$ cat config.mk
export PLATFORM = sky130hd
export DESIGN_NAME = sec_wdog
export DESIGN_NICKNAME = d
export VERILOG_FILES = /design/src/rtl/sec_wdog_pkg.sv /design/src/rtl/sec_wdog_presc.sv /design/src/rtl/sec_wdog_load.sv /design/src/rtl/sec_wdog_ctr.sv /design/src/rtl/sec_wdog.sv
export SDC_FILE = /design/constraint.sdc
export NUM_CORES = 1
export LEC_CHECK = 0
export CAP_MARGIN = 20
export CORE_MARGIN = 10
export CORE_UTILIZATION = 45
export CTS_BUF_LIST = sky130_fd_sc_hd__clkbuf_8
export DETAILED_ROUTE_END_ITERATION = 10
export PLACE_DENSITY = 0.7
export SYNTH_ARGS = -nofsm -noshare
export SYNTH_HDL_FRONTEND = slang
export SYNTH_SLANG_ARGS = --single-unit
$ cat constraint.sdc
create_clock -name clk -period 3.5 [get_ports clk]
set_input_delay 0.7 -clock clk [delete_from_list [all_inputs] [get_ports clk]]
set_output_delay 0.7 -clock clk [all_outputs]
set_load 0.1 [all_outputs]
$ cat src/rtl/sec_wdog_pkg.sv
package sec_wdog_pkg;
  localparam int CNT_W     = 20;
  localparam int RES_W     = 4;
  localparam int MAX_RES   = 15;
  localparam int RES_LO    = 20;
  localparam int RSTEN_BIT = 26;
  localparam int EN_BIT    = 27;
  localparam int BUSY_BIT  = 28;
  localparam logic [7:0] CTRL_OFS  = 8'h00;
  localparam logic [7:0] COUNT_OFS = 8'h04;
endpackage

$ cat src/rtl/sec_wdog_presc.sv
module sec_wdog_presc #(
  parameter int RES_W   = 4,
  parameter int MAX_RES = 15
) (
  input  logic             clk,
  input  logic             rst_n,
  input  logic             tick_en,
  input  logic             run,
  input  logic             restart,
  input  logic [RES_W-1:0] res,
  output logic             wd_tick
);
  localparam int PW = (MAX_RES > 0) ? MAX_RES : 1;

  logic [PW-1:0] cnt_q, cnt_d;
  logic [31:0]   lim;
  logic          at_lim;

  assign lim     = (32'd1 << (MAX_RES - int'(res))) - 32'd1;
  assign at_lim  = (32'(cnt_q) == lim);
  assign wd_tick = run && tick_en && at_lim && !restart;

  always_comb begin
    cnt_d = cnt_q;
    if (restart)
      cnt_d = '0;
    else if (run && tick_en)
      cnt_d = at_lim ? '0 : cnt_q + PW'(1);
  end

  always_ff @(posedge clk or negedge rst_n) begin
    if (!rst_n) cnt_q <= '0;
    else        cnt_q <= cnt_d;
  end

  AST_TICK_ON_STROBE: assert property (@(posedge clk) disable iff (!rst_n)
    wd_tick |-> tick_en);
  AST_RESTART_CLEARS: assert property (@(posedge clk) disable iff (!rst_n)
    restart |=> (cnt_q == '0));
endmodule

$ cat src/rtl/sec_wdog_load.sv
module sec_wdog_load #(
  parameter int LOAD_DLY = 4
) (
  input  logic clk,
  input  logic rst_n,
  input  logic tick_en,
  input  logic start,
  output logic busy,
  output logic done
);
  localparam int LW = (LOAD_DLY > 1) ? $clog2(LOAD_DLY) : 1;

  logic [LW-1:0] cnt_q, cnt_d;
  logic          busy_d;

  assign done = busy && tick_en && (cnt_q == LW'(LOAD_DLY - 1));

  always_comb begin
    busy_d = busy;
    cnt_d  = cnt_q;
    if (start) begin
      busy_d = 1'b1;
      cnt_d  = '0;
    end else if (done) begin
      busy_d = 1'b0;
      cnt_d  = '0;
    end else if (busy && tick_en) begin
      cnt_d = cnt_q + LW'(1);
    end
  end

  always_ff @(posedge clk or negedge rst_n) begin
    if (!rst_n) begin
      busy  <= 1'b0;
      cnt_q <= '0;
    end else begin
      busy  <= busy_d;
      cnt_q <= cnt_d;
    end
  end

  AST_LOAD_ENDS_ON_TICK: assert property (@(posedge clk) disable iff (!rst_n)
    $fell(busy) |-> $past(tick_en));
endmodule

$ cat src/rtl/sec_wdog_ctr.sv
module sec_wdog_ctr #(
  parameter int CW = 20
) (
  input  logic          clk,
  input  logic          rst_n,
  input  logic          load,
  input  logic [CW-1:0] load_val,
  input  logic          dec,
  input  logic          rsten,
  output logic [CW-1:0] value,
  output logic          expire
);
  logic [CW-1:0] val_d;
  logic          exp_d;

  always_comb begin
    val_d = value;
    if (load)
      val_d = load_val;
    else if (dec && (value != '0))
      val_d = value - CW'(1);
    exp_d = dec && !load && (value == CW'(1)) && rsten;
  end

  always_ff @(posedge clk or negedge rst_n) begin
    if (!rst_n) begin
      value  <= '0;
      expire <= 1'b0;
    end else begin
      value  <= val_d;
      expire <= exp_d;
    end
  end

  AST_EXPIRE_ONE_CLK: assert property (@(posedge clk) disable iff (!rst_n)
    expire |=> !expire);
  AST_EXPIRE_AT_ZERO: assert property (@(posedge clk) disable iff (!rst_n)
    expire |-> (value == '0));
  AST_EXPIRE_ARMED: assert property (@(posedge clk) disable iff (!rst_n)
    expire |-> $past(rsten));
  AST_STEP_ONE: assert property (@(posedge clk) disable iff (!rst_n)
    ((value != $past(value)) && !$past(load)) |-> (value == $past(value) - CW'(1)));
endmodule

$ cat src/rtl/sec_wdog.sv
module sec_wdog
  import sec_wdog_pkg::*;
#(
  parameter int LOAD_DLY = 4,
  parameter int ADDR_W   = 4
) (
  input  logic              clk,
  input  logic              rst_n,
  input  logic              tick_en,
  input  logic              bus_sel,
  input  logic              bus_we,
  input  logic [ADDR_W-1:0] bus_addr,
  input  logic [31:0]       bus_wdata,
  output logic [31:0]       bus_rdata,
  output logic              sys_rst_pulse
);
  logic             ctrl_wr;
  logic [CNT_W-1:0] rld_q, rld_d;
  logic [RES_W-1:0] res_q, res_d;
  logic             en_q, en_d, rsten_q, rsten_d;
  logic             ld_start, ld_busy, ld_done;
  logic             presc_restart, presc_run, wd_tick;
  logic [CNT_W-1:0] cnt_val;
  logic             unused_wbits;

  assign ctrl_wr      = bus_sel && bus_we && (bus_addr == ADDR_W'(CTRL_OFS));
  assign unused_wbits = ^{bus_wdata[31:BUSY_BIT], bus_wdata[RSTEN_BIT-1:RES_LO+RES_W]};

  always_comb begin
    rld_d    = rld_q;
    res_d    = res_q;
    en_d     = en_q;
    rsten_d  = rsten_q;
    ld_start = 1'b0;
    if (ctrl_wr) begin
      res_d   = bus_wdata[RES_LO +: RES_W];
      en_d    = bus_wdata[EN_BIT];
      rsten_d = bus_wdata[RSTEN_BIT];
      if (!ld_busy && (bus_wdata[CNT_W-1:0] != rld_q)) begin
        rld_d    = bus_wdata[CNT_W-1:0];
        ld_start = 1'b1;
      end
    end
  end

  always_ff @(posedge clk or negedge rst_n) begin
    if (!rst_n) begin
      rld_q   <= '0;
      res_q   <= '0;
      en_q    <= 1'b0;
      rsten_q <= 1'b0;
    end else if (ctrl_wr) begin
      rld_q   <= rld_d;
      res_q   <= res_d;
      en_q    <= en_d;
      rsten_q <= rsten_d;
    end
  end

  assign presc_restart = ld_done || (ctrl_wr && (bus_wdata[RES_LO +: RES_W] != res_q));
  assign presc_run     = en_q && !ld_busy && (cnt_val != '0);

  sec_wdog_load #(.LOAD_DLY(LOAD_DLY)) u_load (
    .clk(clk), .rst_n(rst_n), .tick_en(tick_en),
    .start(ld_start), .busy(ld_busy), .done(ld_done)
  );

  sec_wdog_presc #(.RES_W(RES_W), .MAX_RES(MAX_RES)) u_presc (
    .clk(clk), .rst_n(rst_n), .tick_en(tick_en), .run(presc_run),
    .restart(presc_restart), .res(res_q), .wd_tick(wd_tick)
  );

  sec_wdog_ctr #(.CW(CNT_W)) u_ctr (
    .clk(clk), .rst_n(rst_n), .load(ld_done), .load_val(rld_q),
    .dec(wd_tick), .rsten(rsten_q), .value(cnt_val), .expire(sys_rst_pulse)
  );

  always_comb begin
    bus_rdata = '0;
    if (bus_addr == ADDR_W'(CTRL_OFS)) begin
      bus_rdata[CNT_W-1:0]       = rld_q;
      bus_rdata[RES_LO +: RES_W] = res_q;
      bus_rdata[RSTEN_BIT]       = rsten_q;
      bus_rdata[EN_BIT]          = en_q;
      bus_rdata[BUSY_BIT]        = ld_busy;
    end else if (bus_addr == ADDR_W'(COUNT_OFS)) begin
      bus_rdata[CNT_W-1:0]       = cnt_val;
      bus_rdata[BUSY_BIT]        = ld_busy;
    end
  end

  AST_LOAD_FLAG_SET: assert property (@(posedge clk) disable iff (!rst_n)
    (ctrl_wr && !ld_busy && (bus_wdata[CNT_W-1:0] != rld_q)) |=> ld_busy);
  AST_COUNT_FIELD_HELD: assert property (@(posedge clk) disable iff (!rst_n)
    (ctrl_wr && ld_busy) |=> $stable(rld_q));
  AST_HOLD_WHEN_OFF: assert property (@(posedge clk) disable iff (!rst_n)
    (!en_q && !ld_done) |=> $stable(cnt_val));
endmodule

==> flow_summary_export.csv <==
group,metric,value,unit
timing,fin_crit,3260,ps
synth,synth_edf_count,0,
clock_tree,cts_buffers,9,
timing,hold_viol,0,
placed_design,gp_congestion,0.925,
timing,period_share,0.930,
drt,drc,0,
timing,slew_violations,0,
synth,synth_ff_type,"dfrtp_1",
floorplan,rows,37,
synth,syn_avg_cell_area,8.83,sq um
global_routing,grt_overflow,0,
synth,ys_seq_area_frac,0.341,
global_routing,grt_pass1_vias,4381,
worst_setup_path,crit_start,"res_q[2]",
outcome,outcome,"complete, no violations",
clock_tree,cts-root-buf,"clkbuf_8",
cells_and_area,n_antenna_cell,0,
clock_tree,clk_pin_slew_worst_paths,90,ps
worst_setup_path,worstReg2RegStart,"res_q[2]",
synth,yosysWarnings,0,
drt,vias,4326,
global_routing,grt_max_degree,27,
clock_tree,cts_htree_levels,3,
floorplan,die_w,123,um
drt,dr_wl_met3,772,um
cells_and_area,final_cells,738,
timing,tns,0,ps
drt,met2_length,6330,um
worst_setup_path,critPathKind,"register to register",
placed_design,dp_cells,722,
drt,via_per_inst,5.86,
timing,setup_violations,0,
worst_setup_path,arrival,3510,ps
clock_tree,cts_sinks,65,
global_routing,grt_pass1_wl,22000,um
cells_and_area,layout_common_cells,"dfrtp_1 (63), nand2_1 (42), nor2_1 (40)",
floorplan,io_pins,74,
cells_and_area,final_common_cell,"dfrtp_1",
placed_design,hpwl,10200,um
timing,slew_headroom,0.313,
timing,fmax,0.307,GHz
cells_and_area,drive_above_1_share,0.199,
drt,postRouteAntennaNets,0,
cells_and_area,final_nets,644,
clock_tree,clockBufferDepth,2,
worst_setup_path,critPathRequiredTime,3750,ps
pwr,peakVddDrop,0.222,mV
floorplan,fp.dieH,123,um
min_path,hp-class,"input pin to async pin",
synth,syn_area,0.00477,sq mm
job,drv_cap,0,
timing,rsz0062_at_grt,"no",
synth,synthArstFlopShare,1.00,
synth,syn_inst,540,
cells_and_area,synthToLayoutAreaGrowth,27.2,%
drt,dr.pass1.iters,5,
drt,wl_per_cell,18.0,um
cells_and_area,final_util,0.588,
floorplan,coreArea,0.0103,sq mm
cells_and_area,fillers,909,
drt,met1_length,5940,um
pwr,leakage,2.56,nW
clock_tree,cts_tree,"built",
pwr,p_per_area,532,mW/mm^2
clock_tree,clk_latency,370,ps
global_routing,antenna_found_initial,0,
timing,skew,12.4,ps
global_routing,grt_usage,0.181,
floorplan,initial_core_util,0.462,
synth,ys_ff_latch,65,
drt,top_layer_used,"met4",
synth,ys_types,72,
worst_setup_path,end_kind,"register",
floorplan,die_area,0.0151,sq mm
worst_setup_path,cp-start-kind,"register",
drt,dr.first_iter.drc_count,274,
placed_design,io_buffer_count,62,
timing,worstMarginPinSlew,1030,ps
worst_setup_path,cp_max_fo,10,
drt,wirelength,13300,um
-- power by group --
| part | switching [mW] | internal, mW |
|---|---|---|
| clock | 0.361 | 0.343 |
| combinational | 0.720 | 0.576 |
| sequential | 0.277 | 0.951 |
-- final timing paths --
path	endpoint	slack [ps]	cells past startpoint
setup / recovery	u_ctr.value[11]	240	11
hold / removal	u_ctr.value[7]	360	1
setup reg to reg	u_ctr.value[11]	240	11
hold reg to reg	en_q	570	1
max in group asynchronous	u_presc.cnt_q[3]	2410	2
min in group clk	en_q	570	1
-- stage by stage --
stage | hold slack, ps | total power [mW] | worst slack (ps) | instance area [sq um]
after floorplan | 404 | 2.12 | -472 | 4810
after global placement | 532 | 2.47 | 200 | 5830
after detailed placement | 540 | 2.52 | 159 | 5860
after CTS | 377 | 3.23 | 198 | 6060
after global routing | 398 | 3.46 | 11.8 | 6070
final | 361 | 3.23 | 245 | 6070
-- metal layers --
layer / up-vias / global-route usage
met4: 0 / 0.0707
met5: - / 0
li1: 2080 / -
met2: 135 / 0.294
met1: 2091 / 0.231
met3: 20 / 0.0410
-- repair_timing --
action,CTS,global route
hold endpoints to repair,0,0
endpoints found under the setup margin,0,5
resized for setup,0,3
buffers inserted,0,0
hold buffers,0,0
-- cell usage after synthesis (4+ instances only) --
cell	count	area, sq um
nor2_1	50	188
o21ai_0	15	75.1
xor2_1	16	140
mux2i_1	27	270
a22o_1	6	52.6
or4_1	5	37.5
a211oi_1	8	60.1
nor3_1	13	65.1
xnor2_1	17	149
clkbuf_1	17	63.8
inv_1	14	52.6
a211o_1	4	35.0
o31ai_1	4	30.0
or3_1	6	37.5
nand3_1	30	150
o211a_1	4	40.0
o21ai_1	7	35.0
dfrtp_1	65	1630
and3_1	13	81.3
nand4b_1	6	52.6
nand2_1	42	158
a31oi_1	16	100
nand4_1	10	62.6
a21oi_1	9	45.0
mux2_2	24	270
buf_4	7	52.6
nand2b_1	4	25.0
nor2b_1	6	37.5
buf_2	13	65.1
ha_1	6	75.1
nor4_1	7	43.8
and2_1	11	68.8
-- layout make-up --
type	count	area, sq um	share of cell area
repair buffers	84	1080	0.179
multi-input cells	423	2930	0.482
inverters	14	52.6	0.00866
clock inverters	7	83.8	0.0138
clock buffers	9	124	0.0204
well taps	136	170	0.0280
flip-flops and latches	65	1630	0.268
-- critical path: stages, from the launching register on --
cell	delay, ps
dfrtp_2	460
or3_4	430
nor2_1	140
inv_1	60
ha_1	260
nor2b_1	120
o2111ai_1	160
a2111oi_2	310
and4b_1	360
nand3_4	180
and2_1	330
a221o_1	320
-- state kept, by name (all words and copies together) (netlist names) --
name	count
rld_q	20
res_q	4
rsten_q	1
u_load.cnt_q	2
u_ctr.value	20
u_load.busy	1
u_ctr.expire	1
u_presc.cnt_q	15
en_q	1
-- cells by family after synthesis --
group                    after synthesis  synth area share
adder cells (fa/ha/maj)                6            0.0157
AND/OR/NAND/NOR                      221             0.249
other                                  1          0.000786
XOR/XNOR                              33            0.0606
multiplexers                          51             0.113
flip-flops                            65             0.341
buffers and inverters                 56            0.0548
AO/OA/AOI/OAI                        107             0.165
No activity file was read; power rests on OpenSTA's default activity.
